[config.mk]
export PLATFORM = sky130hd
export DESIGN_NAME = e1_crc4_sync_resp
export DESIGN_NICKNAME = d
export VERILOG_FILES = /design/src/rtl/e1sr_pkg.sv /design/src/rtl/e1sr_align.sv /design/src/rtl/e1sr_rai.sv /design/src/rtl/e1sr_ebit.sv /design/src/rtl/e1_crc4_sync_resp.sv
export SDC_FILE = /design/constraint.sdc
export NUM_CORES = 1
export LEC_CHECK = 0
export CORE_MARGIN = 5
export CORE_UTILIZATION = 50
export CTS_BUF_LIST = sky130_fd_sc_hd__clkbuf_8
export CTS_CLUSTER_SIZE = 12
export DETAILED_ROUTE_END_ITERATION = 8
export PLACE_DENSITY = 0.85
export SYNTH_ARGS = -nofsm -noshare
export SYNTH_HDL_FRONTEND = slang
export SYNTH_SLANG_ARGS = --single-unit
[constraint.sdc]
create_clock -name clk -period 1.7 [get_ports clk]
set_clock_uncertainty 0.2 [all_clocks]
set_input_delay 0.34 -clock clk [delete_from_list [all_inputs] [get_ports clk]]
set_output_delay 0.34 -clock clk [all_outputs]
set_load 0.1 [all_outputs]
[src/rtl/e1sr_pkg.sv]
package e1sr_pkg;
    typedef enum logic [1:0] {
        ALIGN_NONE  = 2'd0,
        ALIGN_BASIC = 2'd1,
        ALIGN_MULTI = 2'd2
    } align_e;
endpackage

[src/rtl/e1sr_align.sv]
module e1sr_align
    import e1sr_pkg::*;
#(
    parameter int FRAMES_PER_MF = 16,
    parameter int SEARCH_MFS    = 4
) (
    input  logic   clk,
    input  logic   rst_n,
    input  logic   basic_aligned_i,
    input  logic   align_lost_i,
    input  logic   mf_found_i,
    input  logic   frame_tick_i,
    output align_e state_o,
    output logic   restart_o
);
    localparam int LIMIT = FRAMES_PER_MF * SEARCH_MFS;
    localparam int CW    = (LIMIT > 1) ? $clog2(LIMIT) : 1;
    localparam logic [CW-1:0] LAST = CW'(LIMIT - 1);

    typedef struct packed {
        align_e        state;
        logic [CW-1:0] cnt;
        logic          restart;
    } align_t;

    align_t s_d, s_q;

    always_comb begin
        s_d         = s_q;
        s_d.restart = 1'b0;
        if (align_lost_i) begin
            s_d.state = ALIGN_NONE;
            s_d.cnt   = '0;
        end else begin
            unique case (s_q.state)
                ALIGN_NONE: begin
                    if (basic_aligned_i) begin
                        s_d.state = ALIGN_BASIC;
                        s_d.cnt   = '0;
                    end
                end
                ALIGN_BASIC: begin
                    if (mf_found_i) begin
                        s_d.state = ALIGN_MULTI;
                        s_d.cnt   = '0;
                    end else if (frame_tick_i) begin
                        if (s_q.cnt == LAST) begin
                            s_d.restart = 1'b1;
                            s_d.cnt     = '0;
                        end else begin
                            s_d.cnt = s_q.cnt + 1'b1;
                        end
                    end
                end
                ALIGN_MULTI: s_d.cnt = '0;
                default: begin
                    s_d.state = ALIGN_NONE;
                    s_d.cnt   = '0;
                end
            endcase
        end
    end

    always_ff @(posedge clk or negedge rst_n) begin
        if (!rst_n) begin
            s_q.state   <= ALIGN_NONE;
            s_q.cnt     <= '0;
            s_q.restart <= 1'b0;
        end else begin
            s_q <= s_d;
        end
    end

    assign state_o   = s_q.state;
    assign restart_o = s_q.restart;


    restart_single_chk: assert property (@(posedge clk) disable iff (!rst_n)
        restart_o |=> !restart_o);

    restart_on_tick_chk: assert property (@(posedge clk) disable iff (!rst_n)
        restart_o |-> $past(frame_tick_i) && $past(s_q.state) == ALIGN_BASIC);

    lost_to_none_chk: assert property (@(posedge clk) disable iff (!rst_n)
        align_lost_i |=> state_o == ALIGN_NONE && !restart_o);

    multi_quiet_chk: assert property (@(posedge clk) disable iff (!rst_n)
        state_o == ALIGN_MULTI |=> !restart_o);
endmodule

[src/rtl/e1sr_rai.sv]
module e1sr_rai (
    input  logic clk,
    input  logic rst_n,
    input  logic basic_aligned_i,
    input  logic align_lost_i,
    output logic rai_o
);
    typedef struct packed {
        logic rai;
    } rai_t;

    rai_t r_d, r_q;

    always_comb begin
        r_d = r_q;
        if (align_lost_i)
            r_d.rai = 1'b1;
        else if (basic_aligned_i)
            r_d.rai = 1'b0;
    end

    always_ff @(posedge clk or negedge rst_n) begin
        if (!rst_n) r_q.rai <= 1'b1;
        else        r_q <= r_d;
    end

    assign rai_o = r_q.rai;


    rai_set_chk: assert property (@(posedge clk) disable iff (!rst_n)
        align_lost_i |=> rai_o);

    rai_clear_chk: assert property (@(posedge clk) disable iff (!rst_n)
        (basic_aligned_i && !align_lost_i) |=> !rai_o);

    rai_hold_chk: assert property (@(posedge clk) disable iff (!rst_n)
        (!basic_aligned_i && !align_lost_i) |=> $stable(rai_o));
endmodule

[src/rtl/e1sr_ebit.sv]
module e1sr_ebit #(
    parameter int N_SMF = 2
) (
    input  logic             clk,
    input  logic             rst_n,
    input  logic             sync_i,
    input  logic             tx_mf_tick_i,
    input  logic [N_SMF-1:0] smf_checked_i,
    input  logic [N_SMF-1:0] smf_crc_bad_i,
    input  logic             async_ebit_i,
    output logic [N_SMF-1:0] ebits_o
);
    typedef struct packed {
        logic [N_SMF-1:0] pend;
        logic [N_SMF-1:0] rep;
    } eb_t;

    eb_t e_d, e_q;

    always_comb begin
        e_d = e_q;
        if (!sync_i) begin
            e_d.pend = '1;
            e_d.rep  = '1;
        end else begin
            if (tx_mf_tick_i) begin
                e_d.rep  = e_q.pend;
                e_d.pend = '1;
            end
            for (int k = 0; k < N_SMF; k++) begin
                if (smf_checked_i[k]) e_d.pend[k] = ~smf_crc_bad_i[k];
            end
        end
    end

    always_ff @(posedge clk or negedge rst_n) begin
        if (!rst_n) begin
            e_q.pend <= '1;
            e_q.rep  <= '1;
        end else begin
            e_q <= e_d;
        end
    end

    for (genvar g = 0; g < N_SMF; g++) begin : g_out
        assign ebits_o[g] = sync_i ? e_q.rep[g] : async_ebit_i;
    end


    rep_stable_chk: assert property (@(posedge clk) disable iff (!rst_n)
        (sync_i && !tx_mf_tick_i) |=> $stable(e_q.rep));

    entry_clean_chk: assert property (@(posedge clk) disable iff (!rst_n)
        $rose(sync_i) |-> e_q.rep == '1 && e_q.pend == '1);
endmodule

[src/rtl/e1_crc4_sync_resp.sv]
module e1_crc4_sync_resp
    import e1sr_pkg::*;
#(
    parameter int FRAMES_PER_MF = 16,
    parameter int SEARCH_MFS    = 4,
    parameter int N_SMF         = 2
) (
    input  logic             clk,
    input  logic             rst_n,
    input  logic             basic_aligned_i,
    input  logic             align_lost_i,
    input  logic             mf_found_i,
    input  logic             frame_tick_i,
    input  logic             tx_mf_tick_i,
    input  logic [N_SMF-1:0] smf_checked_i,
    input  logic [N_SMF-1:0] smf_crc_bad_i,
    input  logic             async_ebit_i,
    output logic             search_restart_o,
    output logic             tx_a_bit_o,
    output logic [N_SMF-1:0] tx_ebits_o
);
    align_e state;

    e1sr_align #(
        .FRAMES_PER_MF(FRAMES_PER_MF),
        .SEARCH_MFS   (SEARCH_MFS)
    ) u_align (
        .clk            (clk),
        .rst_n          (rst_n),
        .basic_aligned_i(basic_aligned_i),
        .align_lost_i   (align_lost_i),
        .mf_found_i     (mf_found_i),
        .frame_tick_i   (frame_tick_i),
        .state_o        (state),
        .restart_o      (search_restart_o)
    );

    e1sr_rai u_rai (
        .clk            (clk),
        .rst_n          (rst_n),
        .basic_aligned_i(basic_aligned_i),
        .align_lost_i   (align_lost_i),
        .rai_o          (tx_a_bit_o)
    );

    e1sr_ebit #(.N_SMF(N_SMF)) u_ebit (
        .clk          (clk),
        .rst_n        (rst_n),
        .sync_i       (state == ALIGN_MULTI),
        .tx_mf_tick_i (tx_mf_tick_i),
        .smf_checked_i(smf_checked_i),
        .smf_crc_bad_i(smf_crc_bad_i),
        .async_ebit_i (async_ebit_i),
        .ebits_o      (tx_ebits_o)
    );


    async_level_chk: assert property (@(posedge clk) disable iff (!rst_n)
        (state != ALIGN_MULTI) |-> tx_ebits_o == {N_SMF{async_ebit_i}});
endmodule

==> results.tsv, run 1 <==
stage	metric	value	unit
run_status	status	complete, but fails checks	
run_status	violated checks	negative setup slack	
sta	crit share post-route	101	%
synthesis	Mean Syn Cell Area	9.78	sq um
detailed_routing	WL/cell	15.2	microns
synthesis	synthesized instance count	72	
grt	GRT overflow	0	
cts	CTS tree	done	
detailed_routing	1st-iter DRT viols	40	
sta	final setup margin	-15.7	ps
layout	Area growth syn-to-layout	50.6	%
sta	Final Hold Vio Count	0	
synthesis	synthesized net count	85	
worst_setup_path	crit-path max FO	4	
worst_setup_path	FF-to-FF setup slack	100	ps
sta	setup violators final	2	
cts	H-tree levels	1	
grt	number of global-route vias before repair	684	
cts	Clock transition at path regs	60	ps
floorplanning	Core Rows	13	
worst_setup_path	Critical Path RT	1160	ps
sta	Max Fclk	583	MHz
sta	Slew Limit Fails	0	
synthesis	Post-Syn Area	704	sq um
layout	ANT cells	0	
cts	CTS Sinks	14	
layout	Final #Nets	113	
cts	CTS root buf	clkbuf_8	
flow_run	max_cap viols	0	
floorplanning	Die X	47.5	microns
sta	Max-Slew Margin vs Limit	81.8	%
grt	first-pass GRT wire length	2.87	mm
synthesis	area leader, netlist	dfrtp_1	
detailed_routing	DRC viols	0	
cts	clock buffer depth	2	
place	global placement routability congestion	0.780	
sta	RSZ-0062 raised after global routing	yes	
worst_setup_path	Crit Path Category	flop to primary output	
synthesis	Synth top area share	32.0	%
detailed_routing	vias per std cell	5.76	
place	DP HPWL	1.22	mm
grt	gr usage total	18.8	%
floorplanning	die height	47.5	microns
grt	largest net degree at the start of global routing	15	
floorplanning	# IOs	16	
power_and_ir_drop	Peak VDD IR	0.691	mV
power_and_ir_drop	PnR Total Power	0.853	mW
floorplanning	Initial Utilization	53.5	%
sta	setup_tns	-31.4	ps
detailed_routing	Post-DRT Antenna Nets	0	
detailed_routing	drt first pass iters	4	
synthesis	synth warn	0	
sta	Min Clock Period, post-route	1720	ps
detailed_routing	final WL	1.74	mm
layout	share of cells above drive strength 1	31.3	%
worst_setup_path	CP arrival	1180	ps
cts	Post-CTS Hold Fix Bufs	0	
place	port bufs	15	
synthesis	Seq/Total Area, Yosys	50.6	%
power_and_ir_drop	leak pwr	0.474	nW
sta	worst slew pin tran	269	ps
cts	worst skew pair latency	240	ps
synthesis	ranking of synthesized cells by area	dfrtp_1 32%, dfstp_2 19%, nand2_1 8.5%	
synthesis	#FFs+latches synth	14	
floorplanning	core area	1320	sq um
synthesis	post-synth cell types	28	
cts	clock buffer count from CTS	3	
cts	setup repair bufs after CTS	0	
layout	fin util	80.5	%
power_and_ir_drop	pwr/cell area	804	nW/um^2
worst_setup_path	crit path capture type	primary output	
detailed_routing	via count	657	
sta	hold slack	198	ps
worst_setup_path	CP startpoint kind	flop	
floorplanning	die area	2260	sq um
grt	initial antenna violation count	0	
hold_path	HP Class	primary input to asynchronous set/reset pin	
## worst paths after layout
kind / from / endpoint / cells after the start
min: rst_n / u_align.s_q[1] / 2
min in group clk: u_align.s_q[3] / u_align.s_q[3] / 1
max reg2reg: u_align.s_q[1] / u_align.s_q[6] / 5
min reg2reg: u_align.s_q[3] / u_align.s_q[3] / 1
max: u_align.state_o[0] / tx_ebits_o[0] / 4
max in group asynchronous: rst_n / u_rai.rai_o / 2
## cells in the final DEF, fill, tap and decap left out, drive strengths merged
cell type	n
nor3b	1
nor2b	2
and3	3
a22o	1
ha	1
nand2	16
a21oi	1
inv	2
o21ai	1
and2b	2
dfrtp	9
dfstp	5
a21o	1
xnor2	1
nor2	6
mux2i	4
o31ai	2
nand2b	2
buf	13
nand3	5
o21a	1
nor3	1
o311ai	1
nand4b	1
nand4	2
clkdlybuf4s50	11
clkbuf	4
## cell usage after synthesis
cell,n
nor2b_2,1
clkbuf_2,1
nor2b_1,1
o21ai_0,1
dfrtp_1,9
o21a_2,1
xnor2_1,1
nand3_1,5
o31ai_1,2
and2b_1,2
a21oi_1,1
o311ai_1,1
dfstp_2,5
nor2_1,5
and3_1,2
a22o_1,1
nand4_1,2
nor3b_2,1
nand2b_1,2
nor2_2,1
nand2_1,16
and3_4,1
inv_1,2
a21o_1,1
mux2i_1,4
nor3_1,1
ha_1,1
nand4b_1,1
## per-stage QoR
step | setup WS (ps) | instance area, sq um | instances
after floorplan | -73.5 | 709 | 72
after detailed placement | -117 | 981 | 110
after global routing | -60.0 | 1060 | 114
after CTS | -42.0 | 1050 | 114
after global placement | -79.4 | 981 | 110
final | -15.7 | 1060 | 114
## layout make-up
type	instances	area [sq um]
clock buffers	4	55.1
flip-flops and latches	14	357
multi-input cells	55	365
inverters	2	7.51
repair buffers	24	258
fillers	80	256
well taps	15	18.8
## what timing repair did
| item | CTS | global route |
|---|---|---|
| resized for setup | 2 | 3 |
| endpoints found under the setup margin | 2 | 2 |
| pin swaps | 0 | 0 |
## report_power, final
part | switching [mW] | total [mW] | leakage, nW | internal [mW]
Sequential | 0.00603 | 0.348 | 0.177 | 0.342
Clock | 0.119 | 0.324 | 0.0288 | 0.205
Combinational | 0.0992 | 0.181 | 0.268 | 0.0819
Total | 0.224 | 0.853 | 0.474 | 0.629
## flip-flops by register name (all words and copies together), names as in the netlist
name / flops
u_align.s_q: 6
u_ebit.e_q: 4
u_align.state_o: 2
u_align.restart_o: 1
u_rai.rai_o: 1
## per-layer routing
layer / routed length, microns / GRT usage [%] / vias to the layer above / share of wire (%)
met5: 0 / 0 / - / 0
met4: 31 / 11.3 / 0 / 1.8
met3: 145 / 4.51 / 6 / 8.4
met2: 878 / 32.6 / 32 / 51
met1: 681 / 20.6 / 312 / 39
li1: - / - / 307 / -
## cell families (layout without fill, tap and decap cells)
| family | Yosys count | after routing | synth area share [%] |
|---|---|---|---|
| xor gates and xnor gates | 1 | 1 | 1.24 |
| adders and majority gates | 1 | 1 | 1.78 |
| AOI/OAI and AO/OA | 8 | 8 | 8.35 |
| buffers and inverters | 3 | 30 | 1.78 |
| and+or+nand+nor | 41 | 41 | 30.5 |
| DFF | 14 | 14 | 50.6 |
| muxes | 4 | 4 | 5.68 |
## critical path, stage by stage (launching register included)
cell and delay (ps):
dfrtp_1 400, nor2b_4 150, nand2b_4 170, nand2_4 50, buf_12 160
Power figures use the tool's default switching activity.
==> inputs of run 2 (changes only) <==
Settings changed: ABC_CLOCK_PERIOD_IN_PS from default to 1700, CORE_MARGIN 5 to default.
==> run 2 against run 1 <==
Against the previous run:
- the flow still finishes with violations (negative setup slack)
- utilization grew 0.81 points
- die area down 31%
- sequential power is essentially flat
- non-clock buffer count grew 1
- worst hold slack worse by 4.0 ps
- largest cell class is now sequential cells
- combinational power about the same
- critical path depth did not move
- critical path type unchanged
==> results.tsv, run 2 (synthesis gave the netlist of run 1 again) <==
stage	metric	value	unit	change
cts	Clock transition at path regs	60	ps	about the same
detailed_routing	DRC viols	0		unchanged
sta	crit share post-route	101	%	+0.25 points
worst_setup_path	CP top delay family	flip-flops		
hold_path	HP Class	primary input to asynchronous set/reset pin		
floorplanning	# IOs	16		unchanged
grt	initial antenna violation count	0		unchanged
power_and_ir_drop	pwr/cell area	802	nW/um^2	-0.28%
sta	Min Clock Period, post-route	1720	ps	+4.27 ps
grt	GRT overflow	0		unchanged
cts	CTS tree	done		
floorplanning	core area	1300	sq um	-1.2%
worst_setup_path	crit path capture type	primary output		
sta	Final Hold Vio Count	0		unchanged
place	Cell Area, Placed	981	sq um	unchanged
power_and_ir_drop	sw frac	25.9	%	-0.37 points
power_and_ir_drop	Clock power frac	37.9	%	about the same
power_and_ir_drop	P_sw	0.220	mW	-1.9%
sta	final setup margin	-20.0	ps	-4.27 ps
sta	setup_tns	-27.9	ps	+3.45 ps
layout	share of cells above drive strength 1	32.0	%	+0.69 points
worst_setup_path	Crit Path Category	flop to primary output		
cts	CTS root buf	clkbuf_8		
grt	number of global-route vias before repair	562		-18%
power_and_ir_drop	Peak VDD IR	0.721	mV	+4.4%
detailed_routing	Post-DRT Antenna Nets	0		unchanged
place	DP HPWL	1.15	mm	-5.6%
floorplanning	die area	1560	sq um	-31%
grt	first-pass GRT wire length	2.66	mm	-7.5%
detailed_routing	final WL	1.66	mm	-4.3%
sta	setup violators final	2		unchanged
detailed_routing	WL/cell	14.4	microns	-5.2%
worst_setup_path	CP startpoint kind	flop		
place	global placement routability congestion	0.732		-6.1%
sta	RSZ-0062 raised after global routing	yes		
sta	Max-Slew Margin vs Limit	80.2	%	-1.6 points
sta	worst slew pin tran	294	ps	+25.7 ps
worst_setup_path	Bufs and invs on worst path	1		unchanged
cts	CTS Sinks	14		unchanged
floorplanning	Core Rows	13		unchanged
sta	Slew Limit Fails	0		unchanged
cts	clock buffer depth	2		unchanged
cts	Post-CTS Hold Fix Bufs	0		unchanged
worst_setup_path	CP arrival	1180	ps	about the same
layout	filler instances	83		+3.8%
worst_setup_path	slowest cell on the critical path	dfrtp_1		
cts	clock buffer count from CTS	3		unchanged
power_and_ir_drop	combinational fraction of design power	21.0	%	-0.2 points
detailed_routing	via count	640		-2.6%
flow_run	max_cap viols	0		unchanged
worst_setup_path	crit-path max FO	4		unchanged
worst_setup_path	Critical Path RT	1160	ps	about the same
layout	ANT cells	0		unchanged
layout	Final #Nets	114		+0.88%
power_and_ir_drop	PnR Total Power	0.849	mW	-0.52%
detailed_routing	vias per std cell	5.57		-3.4%
place	port bufs	15		unchanged
sta	Max Fclk	581	MHz	-0.25%
floorplanning	Initial Utilization	54.1	%	+0.67 points
power_and_ir_drop	leak pwr	0.476	nW	+0.54%
power_and_ir_drop	register share of total power	41.1	%	+0.3 points
place	Cells after DPL	110		unchanged
layout	non-filler cells, final	115		+0.88%
layout	commonest non-fill, non-tap cell in the layout	nand2_1		
grt	gr usage total	27.8	%	+9.0 points
layout	commonest non-fill, non-tap cells in the layout	14 x nand2_1, 11 x clkdlybuf4s50_1, 10 x buf_4		
layout	register area	357	sq um	unchanged
worst_setup_path	crit-path cells	nor2b_4 > nand2b_4 > nand2_2 > buf_12		
detailed_routing	1st-iter DRT viols	26		-35%
run_status	status	complete, but fails checks		
power_and_ir_drop	Cell Int Power	0.629	mW	about the same
layout	Design Area, Final	1060	sq um	-0.24%
layout	area of the multi-input gates	355	sq um	-2.7%
cts	worst skew pair latency	250	ps	about the same
cts	H-tree levels	1		unchanged
run_status	violated checks	negative setup slack		
floorplanning	Die X	39.5	microns	-17%
grt	largest net degree at the start of global routing	15		unchanged
detailed_routing	drt first pass iters	4		unchanged
layout	max FFs per register	6		unchanged
worst_setup_path	CP peak stage delay	400	ps	about the same
layout	Top reg by flops	u_align.s_q		
floorplanning	die height	39.5	microns	-17%
layout	Area growth syn-to-layout	50.3	%	
## run 2: final timing paths
path	startpoint	endpoint	slack (ps)	cells past startpoint
setup / recovery	u_align.state_o[1]	tx_ebits_o[1]	-20	4
hold / removal	rst_n	u_align.s_q[4]	190	2
setup reg to reg	u_align.s_q[1]	u_align.s_q[6]	90	5
hold reg to reg	u_align.s_q[3]	u_align.s_q[3]	330	1
max in group asynchronous	rst_n	u_ebit.e_q[0]	860	2
min in group clk	u_align.s_q[3]	u_align.s_q[3]	330	1
## run 2: power groups by stage
stage | logic [mW] | clock network (mW) | registers, mW
2_1_floorplan | 0.0703 | 0 | 0.365
3_3_place_gp | 0.168 | 0 | 0.352
3_5_place_dp | 0.171 | 0 | 0.352
4_1_cts | 0.177 | 0.322 | 0.348
5_1_grt | 0.189 | 0.341 | 0.350
6_report | 0.178 | 0.322 | 0.349
## run 2: worst reg2reg max path, cell delays in order (launching register included)
cell	delay [ps]
dfrtp_1	440
ha_1	250
and3_1	200
nand3_1	140
nand4_1	130
o311ai_1	110
## run 2: metrics by stage
stage / setup slack, ps / hold slack, ps / util [%]
2_1_floorplan: -73.5 / -156 / -
3_3_place_gp: -78.8 / 293 / 75.4
3_5_place_dp: -134 / 314 / 75.4
4_1_cts: -8.71 / 202 / 80.8
5_1_grt: -61.3 / 223 / 81.3
6_report: -20.0 / 194 / 81.3
## run 2: layer usage
metal | global-route usage (%) | wire, microns
met2 | 46.3 | 879
met5 | 0 | 0
met4 | 13.8 | 26
met3 | 9.09 | 79
met1 | 31.2 | 676
## run 2: repair_timing
| action | in CTS | in global routing |
|---|---|---|
| resized for setup | 3 | 0 |
| endpoints found under the setup margin | 2 | 2 |
| buffers inserted | 0 | 1 |
| pin swaps | 0 | 0 |
## run 2: layout make-up
type	instances	area share (%)
multi-input cells	55	33.6
clock buffers	4	5.20
flip-flops and latches	14	33.7
repair buffers	25	25.1
inverters	2	0.709
well taps	15	1.77
